[src/rtl/tx100_pkg.sv]
package tx100_pkg;

    localparam int NIB_W     = 4;
    localparam int SYM_W     = NIB_W + 1;
    localparam int ADDR_W    = 5;
    localparam int LFSR_W    = 11;
    localparam int LFSR_TAP  = 9;
    localparam int SEED_LO_W = LFSR_W - ADDR_W;
    localparam logic [SEED_LO_W-1:0] SEED_LO = 6'b100001;

    typedef logic [SYM_W-1:0] sym_t;

    localparam sym_t SYM_IDLE = 5'b11111;
    localparam sym_t SYM_SSD1 = 5'b11000;
    localparam sym_t SYM_SSD2 = 5'b10001;
    localparam sym_t SYM_ESD1 = 5'b01101;
    localparam sym_t SYM_ESD2 = 5'b00111;

    typedef enum logic [1:0] {
        FR_IDLE,
        FR_SSD2,
        FR_DATA,
        FR_ESD2
    } frame_st_e;

    typedef struct packed {
        sym_t bits;
        logic raw;
    } group_t;

    function automatic sym_t enc_4b5b(input logic [NIB_W-1:0] n);
        sym_t s;
        case (n)
            4'h0: s = 5'b11110;
            4'h1: s = 5'b01001;
            4'h2: s = 5'b10100;
            4'h3: s = 5'b10101;
            4'h4: s = 5'b01010;
            4'h5: s = 5'b01011;
            4'h6: s = 5'b01110;
            4'h7: s = 5'b01111;
            4'h8: s = 5'b10010;
            4'h9: s = 5'b10011;
            4'hA: s = 5'b10110;
            4'hB: s = 5'b10111;
            4'hC: s = 5'b11010;
            4'hD: s = 5'b11011;
            4'hE: s = 5'b11100;
            default: s = 5'b11101;
        endcase
        return s;
    endfunction

    function automatic logic signed [1:0] mlt3_level(input logic [1:0] ph);
        logic signed [1:0] l;
        case (ph)
            2'd1:    l = 2'sb01;
            2'd3:    l = 2'sb11;
            default: l = 2'sb00;
        endcase
        return l;
    endfunction

    function automatic logic [LFSR_W-1:0] make_seed(input logic [ADDR_W-1:0] a);
        logic [LFSR_W-1:0] s;
        s = {a, SEED_LO};
        if (s == '0) s = LFSR_W'(1);
        return s;
    endfunction

endpackage

[src/rtl/tx100_framer.sv]
module tx100_framer
    import tx100_pkg::*;
(
    input  logic             clk,
    input  logic             rst,
    input  logic             ld,
    input  logic             tx_en,
    input  logic [NIB_W-1:0] txd,
    input  logic             bypass,
    output group_t           grp
);

    frame_st_e st, st_nxt;

    always_comb begin
        st_nxt   = st;
        grp.bits = SYM_IDLE;
        grp.raw  = 1'b0;
        if (bypass) begin
            grp.bits = sym_t'({tx_en, txd});
            grp.raw  = 1'b1;
            st_nxt   = FR_IDLE;
        end else begin
            case (st)
                FR_IDLE: begin
                    if (tx_en) begin
                        grp.bits = SYM_SSD1;
                        st_nxt   = FR_SSD2;
                    end
                end
                FR_SSD2: begin
                    grp.bits = SYM_SSD2;
                    st_nxt   = FR_DATA;
                end
                FR_DATA: begin
                    if (tx_en) begin
                        grp.bits = enc_4b5b(txd);
                    end else begin
                        grp.bits = SYM_ESD1;
                        st_nxt   = FR_ESD2;
                    end
                end
                default: begin
                    grp.bits = SYM_ESD2;
                    st_nxt   = FR_IDLE;
                end
            endcase
        end
    end

    always_ff @(posedge clk) begin
        if (rst)     st <= FR_IDLE;
        else if (ld) st <= st_nxt;
    end

endmodule

[src/rtl/tx100_serializer.sv]
module tx100_serializer
    import tx100_pkg::*;
#(
    parameter int SW = SYM_W
) (
    input  logic   clk,
    input  logic   rst,
    input  group_t grp,
    output logic   ld,
    output logic   bit_o,
    output logic   raw_o
);

    localparam int CNT_W = $clog2(SW);
    localparam logic [CNT_W-1:0] LAST = CNT_W'(SW - 1);

    logic [CNT_W-1:0] cnt;
    sym_t             sh;
    logic             raw;

    assign ld    = (cnt == '0);
    assign bit_o = sh[SYM_W-1];
    assign raw_o = raw;

    always_ff @(posedge clk) begin
        if (rst) begin
            cnt <= '0;
            sh  <= '1;
            raw <= 1'b0;
        end else begin
            cnt <= (cnt == LAST) ? '0 : cnt + 1'b1;
            if (ld) begin
                sh  <= grp.bits;
                raw <= grp.raw;
            end else begin
                sh  <= {sh[SYM_W-2:0], 1'b0};
            end
        end
    end

endmodule

[src/rtl/tx100_scrambler.sv]
module tx100_scrambler
    import tx100_pkg::*;
#(
    parameter int LW  = LFSR_W,
    parameter int TAP = LFSR_TAP
) (
    input  logic              clk,
    input  logic              rst,
    input  logic [ADDR_W-1:0] addr,
    output logic              ks
);

    logic [LW-1:0] st;

    assign ks = st[LW-1] ^ st[TAP-1];

    always_ff @(posedge clk) begin
        if (rst) st <= LW'(make_seed(addr));
        else     st <= {st[LW-2:0], ks};
    end

endmodule

[src/rtl/tx100_line.sv]
module tx100_line
    import tx100_pkg::*;
(
    input  logic              clk,
    input  logic              rst,
    input  logic              bit_i,
    output logic              nrzi_o,
    output logic signed [1:0] mlt3_o
);

    logic [1:0] ph;

    assign mlt3_o = mlt3_level(ph);

    always_ff @(posedge clk) begin
        if (rst) begin
            nrzi_o <= 1'b0;
            ph     <= 2'd0;
        end else begin
            nrzi_o <= nrzi_o ^ bit_i;
            ph     <= ph + {1'b0, bit_i};
        end
    end

endmodule

[src/rtl/tx100_line_encoder.sv]
module tx100_line_encoder
    import tx100_pkg::*;
(
    input  logic              clk,
    input  logic              rst,
    input  logic [4:0]        phy_addr,
    input  logic              bypass,
    input  logic              tx_en,
    input  logic [3:0]        txd,
    output logic              nib_stb,
    output logic              nrzi,
    output logic signed [1:0] mlt3
);

    group_t grp;
    logic   ld, code_bit, raw_bit, ks, line_bit;

    tx100_framer u_framer (
        .clk    (clk),
        .rst    (rst),
        .ld     (ld),
        .tx_en  (tx_en),
        .txd    (txd),
        .bypass (bypass),
        .grp    (grp)
    );

    tx100_serializer #(.SW(SYM_W)) u_ser (
        .clk   (clk),
        .rst   (rst),
        .grp   (grp),
        .ld    (ld),
        .bit_o (code_bit),
        .raw_o (raw_bit)
    );

    tx100_scrambler #(.LW(LFSR_W), .TAP(LFSR_TAP)) u_scr (
        .clk  (clk),
        .rst  (rst),
        .addr (phy_addr),
        .ks   (ks)
    );

    assign line_bit = code_bit ^ (ks & ~raw_bit);

    tx100_line u_line (
        .clk    (clk),
        .rst    (rst),
        .bit_i  (line_bit),
        .nrzi_o (nrzi),
        .mlt3_o (mlt3)
    );

    assign nib_stb = ld;

endmodule

[config.mk]
export PLATFORM = sky130hd
export DESIGN_NAME = tx100_line_encoder
export DESIGN_NICKNAME = d
export VERILOG_FILES = /design/src/rtl/tx100_pkg.sv /design/src/rtl/tx100_framer.sv /design/src/rtl/tx100_serializer.sv /design/src/rtl/tx100_scrambler.sv /design/src/rtl/tx100_line.sv /design/src/rtl/tx100_line_encoder.sv
export SDC_FILE = /design/constraint.sdc
export NUM_CORES = 1
export LEC_CHECK = 0
export ABC_AREA = 1
export BUFFER_PORTS_ARGS = -buffer_cell sky130_fd_sc_hd__clkbuf_2
export CAP_MARGIN = 20
export CORE_ASPECT_RATIO = 1.25
export CORE_MARGIN = 3
export CORE_UTILIZATION = 50
export CTS_CLUSTER_SIZE = 30
export DETAILED_ROUTE_END_ITERATION = 7
export HOLD_SLACK_MARGIN = 0.15
export PLACE_DENSITY = 0.71
export SYNTH_ARGS = -nofsm -noshare
export SYNTH_HDL_FRONTEND = slang
export SYNTH_HIERARCHICAL = 1
export SYNTH_SLANG_ARGS = --single-unit
[constraint.sdc]
create_clock -name clk -period 1.8 [get_ports clk]
set_input_delay 0.27 -clock clk [delete_from_list [all_inputs] [get_ports clk]]
set_output_delay 0.27 -clock clk [all_outputs]
set_load 0.03 [all_outputs]
* Word-level counts from Yosys, hierarchy flattened
Memories as Yosys holds them, arrays and structs flattened.
Index checks and enable logic that the tools add are counted.
** Operators by class
- $add $sub $neg :: 2
- Eq/ne operators :: 7
- Multiplexer cells :: 12
- Bitwise operators :: 5
- Reduce and logical (&&, ||, !) cells :: 4
** Operators by type and width (count)
- two-way mux 5 bit :: 3
- one-hot mux 5 bit (3 select lines) :: 1
- two-way mux 11 bit :: 1
- two-way mux 2 bit :: 3
- != test 3 bit (second input constant) :: 2
- one-hot mux 2 bit (3 select lines) :: 1
- == test 2 x 1 -> 1 bit (second input constant) :: 2
- == test 2 bit (second input constant) :: 2
- one-hot mux 2 bit (2 select lines) :: 1
- adder 3 x 1 -> 3 bit (second input constant) :: 1
- == test 3 bit (second input constant) :: 1
- logical NOT 3 bit :: 1
- two-way mux 3 bit :: 1
- AND reduction 3 bit :: 1
- XOR 1 bit :: 3
- adder 2 x 1 -> 2 bit :: 1
- logical NOT 2 bit :: 1
- OR reduction 2 bit :: 1
- AND 1 bit :: 1
- two-way mux 1 bit :: 1
- inverter 1 bit :: 1
** Word-level totals
- Bits in registers :: 25
- Bits in read-only memories :: 80
- Input port bits :: 13
- Output and inout bits :: 4
- Word-level logic and storage cells :: 39
- Memories :: 1
** Memory list
- (name not given) :: words 16, bits a word 5, rd ports 1, clocked after memory_dff 0, write ports 0, RTL line tx100_pkg.sv:33 : case (n)

* Longest topological paths before layout
An unclocked memory read counts as a cell.
- Depth in word-level cells :: 5
- Mapped depth :: 10
- Gate-level depth less buffers :: 10

* Modules after synthesis
The synthesis kept the hierarchy.
** By module, submodules not included
- tx100_framer :: times used 1, cells an instance 71, area each 369.1 sq um, seq. area each 40.0 sq um
- tx100_serializer :: times used 1, cells an instance 45, area each 359.1 sq um, seq. area each 180.2 sq um
- tx100_scrambler :: times used 1, cells an instance 42, area each 352.8 sq um, seq. area each 220.2 sq um
- tx100_line :: times used 1, cells an instance 18, area each 125.1 sq um, seq. area each 60.1 sq um
- tx100_line_encoder :: times used 1, cells an instance 6, area each 23.8 sq um, seq. area each 0.0 sq um

* Worst setup path before layout
No wires, ideal clock.
- Path type :: register -> register
- Start point :: register u_ser.cnt[0]
- End point :: register u_framer.st[0]
- Setup time :: 0.064 ns
- Arrival time :: 1.329 ns
- Slack :: 0.408 ns
- Cell stages (with the launch flop) :: 10
- Clock period less this slack :: 1.392 ns
- Cell sequence :: dfxtp_1 -> inv_1 -> ha_1 -> buf_6 -> inv_2 -> nor2_2 -> nand4_1 -> nand2_1 -> inv_1 -> nor2_1
** Between the ends
- Word-level cells in the longest chain between the ends :: 2
** RTL lines
- start: declaration :: RTL line tx100_serializer.sv:17 : logic [CNT_W-1:0] cnt;
- start signal: assignment :: RTL line tx100_serializer.sv:31 : cnt <= (cnt == LAST) ? '0 : cnt + 1'b1;
- logical NOT 3 bit :: RTL line tx100_serializer.sv:21 : assign ld = (cnt == '0);
- via nib_stb :: RTL line tx100_line_encoder.sv:10 : output logic nib_stb,
- AND reduction 3 bit (no line)
- end signal: assignment :: RTL line tx100_framer.sv:53 : else if (ld) st <= st_nxt;
- end: declaration :: RTL line tx100_framer.sv:13 : frame_st_e st, st_nxt;
The timed path passes the listed nets, and every way through them passes these cells.
A chain may end at the register's enable or synchronous reset.

* Final worst setup path
- Start point :: register u_ser.cnt[0]
- End point :: output port nib_stb
** Between the ends
- Word-level cells in the longest chain between the ends :: 1
** RTL lines (RTL line)
- logical NOT 3 bit :: tx100_serializer.sv:21
- end: declaration :: tx100_line_encoder.sv:10
No other way between the ends.

==> impl_metrics.py <==
metrics = {
    "status": {
        "status": "complete, no violations",
    },
    "sta": {
        "hold_viol_final": 0,
        "rsz0062_at_grt": "no",
        "finalClockSkew_ns": 0.002110,
        "setup_viol": 0,
        "tightest_slew_ns": 0.3334,
        "slew_violations": 0,
        "period_share_pct": 92.56,
        "setup_tns_ns": 0,
        "timing.fmax_mhz": 600.2,
        "slew_headroom_pct": 77.77,
        "fin_hold_ws_ns": 0.3427,
        "setup_slack_ns": 0.1339,
        "post-route-min-period_ns": 1.666,
    },
    "route": {
        "top_layer": "met4",
        "drt-initial-drc-count": 22,
        "routedWlPerCell_um": 9.368,
        "firstDrtPassIters": 5,
        "drt-total-wl_um": 2192,
        "vias": 1065,
        "met3_length_um": 78,
        "viasPerCell": 4.551,
        "drcViolationCount": 0,
        "drt-met1-wl_um": 1012,
        "ant_nets": 0,
        "wl_met2_um": 1081,
    },
    "worst_setup_path": {
        "cp-start-kind": "flop",
        "path_cells": "inv_1 -> ha_2 -> inv_2 -> nor2_4 -> clkbuf_4",
        "crit_required_ns": 1.53,
        "critical_path_class": "flop to primary output",
        "r2r_cells": 10,
        "end_kind": "primary output",
        "worst-path-max-fanout": 8,
        "cpLargestDelayFamily": "flip-flops",
        "max_stage_delay_ns": 0.35,
        "crit_cells": 5,
        "path_buf_inv": 3,
        "worstPathArrival_ns": 1.40,
        "crit_path_top_delay_cell": "dfxtp_1",
    },
    "synthesis": {
        "synth_cell_type_count": 20,
        "synth-xor-area-share_pct": 0.7121,
        "synthAdderAreaFrac_pct": 7.121,
        "synth_compound_area_share_pct": 3.154,
        "synth_top_area_share_pct": 40.69,
        "yosysMostFrequentCell": "nand2_1",
        "synthTopCellsByArea": "dfxtp_1 41%, nand2_1 17%, inv_1 8.9%",
        "ys.flop_type": "dfxtp_1",
        "synth_edf_count": 0,
        "netlist_instances": 182,
        "ys_warn_count": 6,
        "synth_common_cells": "56 x nand2_1, 29 x inv_1, 29 x nor2_1",
        "synthesis.area_um2": 1230,
        "avgSynthCellArea_um2": 6.758,
        "yosys.area_share.simple_pct": 35.81,
        "synth_top_family_by_area": "simple AND/OR/NAND/NOR gates",
        "ys_ff_latch": 25,
        "synth_fp_nets": 202,
        "async_reset_ff_share_pct": 0,
        "synthMuxAreaShare_pct": 0,
        "synth_top_area_cell": "dfxtp_1",
        "seq_area_frac_synth_pct": 40.69,
    },
    "flow_run": {
        "cap_violations": 0,
    },
    "worst_hold_path": {
        "hold_path.class": "input port to flop",
        "hold_depth": 4,
    },
    "floorplan": {
        "initial_utilization_pct": 54.46,
        "fp-row-count": 19,
        "die_h_um": 61.45,
        "core-area_um2": 2258,
        "ios": 17,
        "die_area_um2": 3095,
        "fp.dieW_um": 50.36,
    },
    "clock_network": {
        "clockBufferDepth": 2,
        "cts_buffers": 3,
        "cts_max_level": 1,
        "insertion_delay_ns": 0.31,
        "cts_tree": "yes",
        "cts.clk_slew.worst_paths_ns": 0.14,
        "clkSinkCount": 25,
        "cts_root_buffer": "clkbuf_4",
    },
    "global_routing": {
        "overflow": 0,
        "antenna_found_initial": 0,
        "grt_pass1_wl_um": 3670,
        "grt_pass1_vias": 925,
        "grt_use_total_pct": 15.40,
        "grt_start_max_net_pins": 17,
    },
    "power": {
        "vdd_drop_max_mv": 0.6506,
        "p_leak_nw": 0.7733,
        "power_density_nw_per_um2": 927.7,
    },
    "placed_design": {
        "dpl_worst_slack_ns": 0.3434,
        "hpwl_um": 1634,
        "portBuffers": 16,
        "gp_congestion": 0.8624,
    },
    "final_layout": {
        "n_antenna_cell": 0,
        "fin_nets": 224,
        "fillers": 227,
        "area_growth_pct": 14.24,
        "drive_gt1_share_pct": 13.79,
    },
}
==> what timing repair did <==
item	CTS	global route
hold endpoints to repair	4	1
endpoints found under the setup margin	1	1
resized for setup	1	3
setup buffers	0	0
gates cloned	0	0
hold buffers	4	1
==> per-stage QoR <==
stage / instances / util [%] / area, um^2 / power (W)
after global routing: 234 / 62.22 / 1405 / 0.001402
after CTS: 233 / 61.44 / 1388 / 0.001308
after detailed placement: 225 / 58.23 / 1315 / 0.001049
final: 234 / 62.22 / 1405 / 0.001303
after global placement: 225 / 58.23 / 1315 / 0.001034
after floorplan: 182 / - / 1230 / 0.0009700
==> sequential cells by signal (all words and copies together) (netlist names) <==
name           flops
u_ser/cnt          3
u_framer/st        2
u_ser/sh           5
u_line/nrzi_o      1
u_ser/raw_o        1
u_line/ph          2
u_scr/st          11
==> cell usage in the layout (no fill, tap or decap), types with 3 or more instances in the layout <==
master,instances
clkbuf_2,15
dlygate4sd3_1,5
a21oi_1,3
ha_1,6
dfxtp_1,25
clkbuf_4,4
nor2_1,29
inv_2,3
inv_1,29
nand2_1,56
nand3_1,13
==> report_power, final <==
part / internal [W] / leakage [nW] / switching [W]
Clock: 0.0000846 / 0.0139 / 0.000166
Sequential: 0.000627 / 0.208 / 0.0000374
Combinational: 0.000147 / 0.551 / 0.000243
==> area by class of cell <==
cell class,instances,area [um^2],area share [%]
Timing Repair Buffer,21,132.6,9.439
Inverter,32,120.1,8.549
Clock inverter,1,7.507,0.5343
Clock buffer,3,22.52,1.603
Tap cell,31,38.79,2.760
Multi-Input combinational cell,121,583.1,41.50
Sequential cell,25,500.5,35.62
==> logic make-up after synthesis <==
group	count (synthesis)
simple gates	106
flops	25
buf+inv	36
xor+xnor	1
compound gates	7
fa+ha+maj	7
==> tightest hold or removal path: stages <==
cell and delay [ns]:
clkbuf_2 0.16, nor2_1 0.07, nor2_1 0.09, nor2_1 0.05
==> metal layers <==
metal  vias to the layer above  track usage (%)
met5                         -                0
met4                         0            6.538
met3                         4            2.179
met2                        19            26.68
met1                       454            19.35
li1                        588                -
==> path summary, 6_finish.rpt <==
check | startpoint | end | slack [ns]
hold / removal | bypass | u_framer/st[1] | 0.34
hold reg to reg | u_scr/st[3] | u_scr/st[4] | 0.42
setup reg to reg | u_framer/st[0] | u_ser/sh[4] | 0.38
setup / recovery | u_ser/cnt[0] | nib_stb | 0.13
Power figures use the tool's default switching activity.
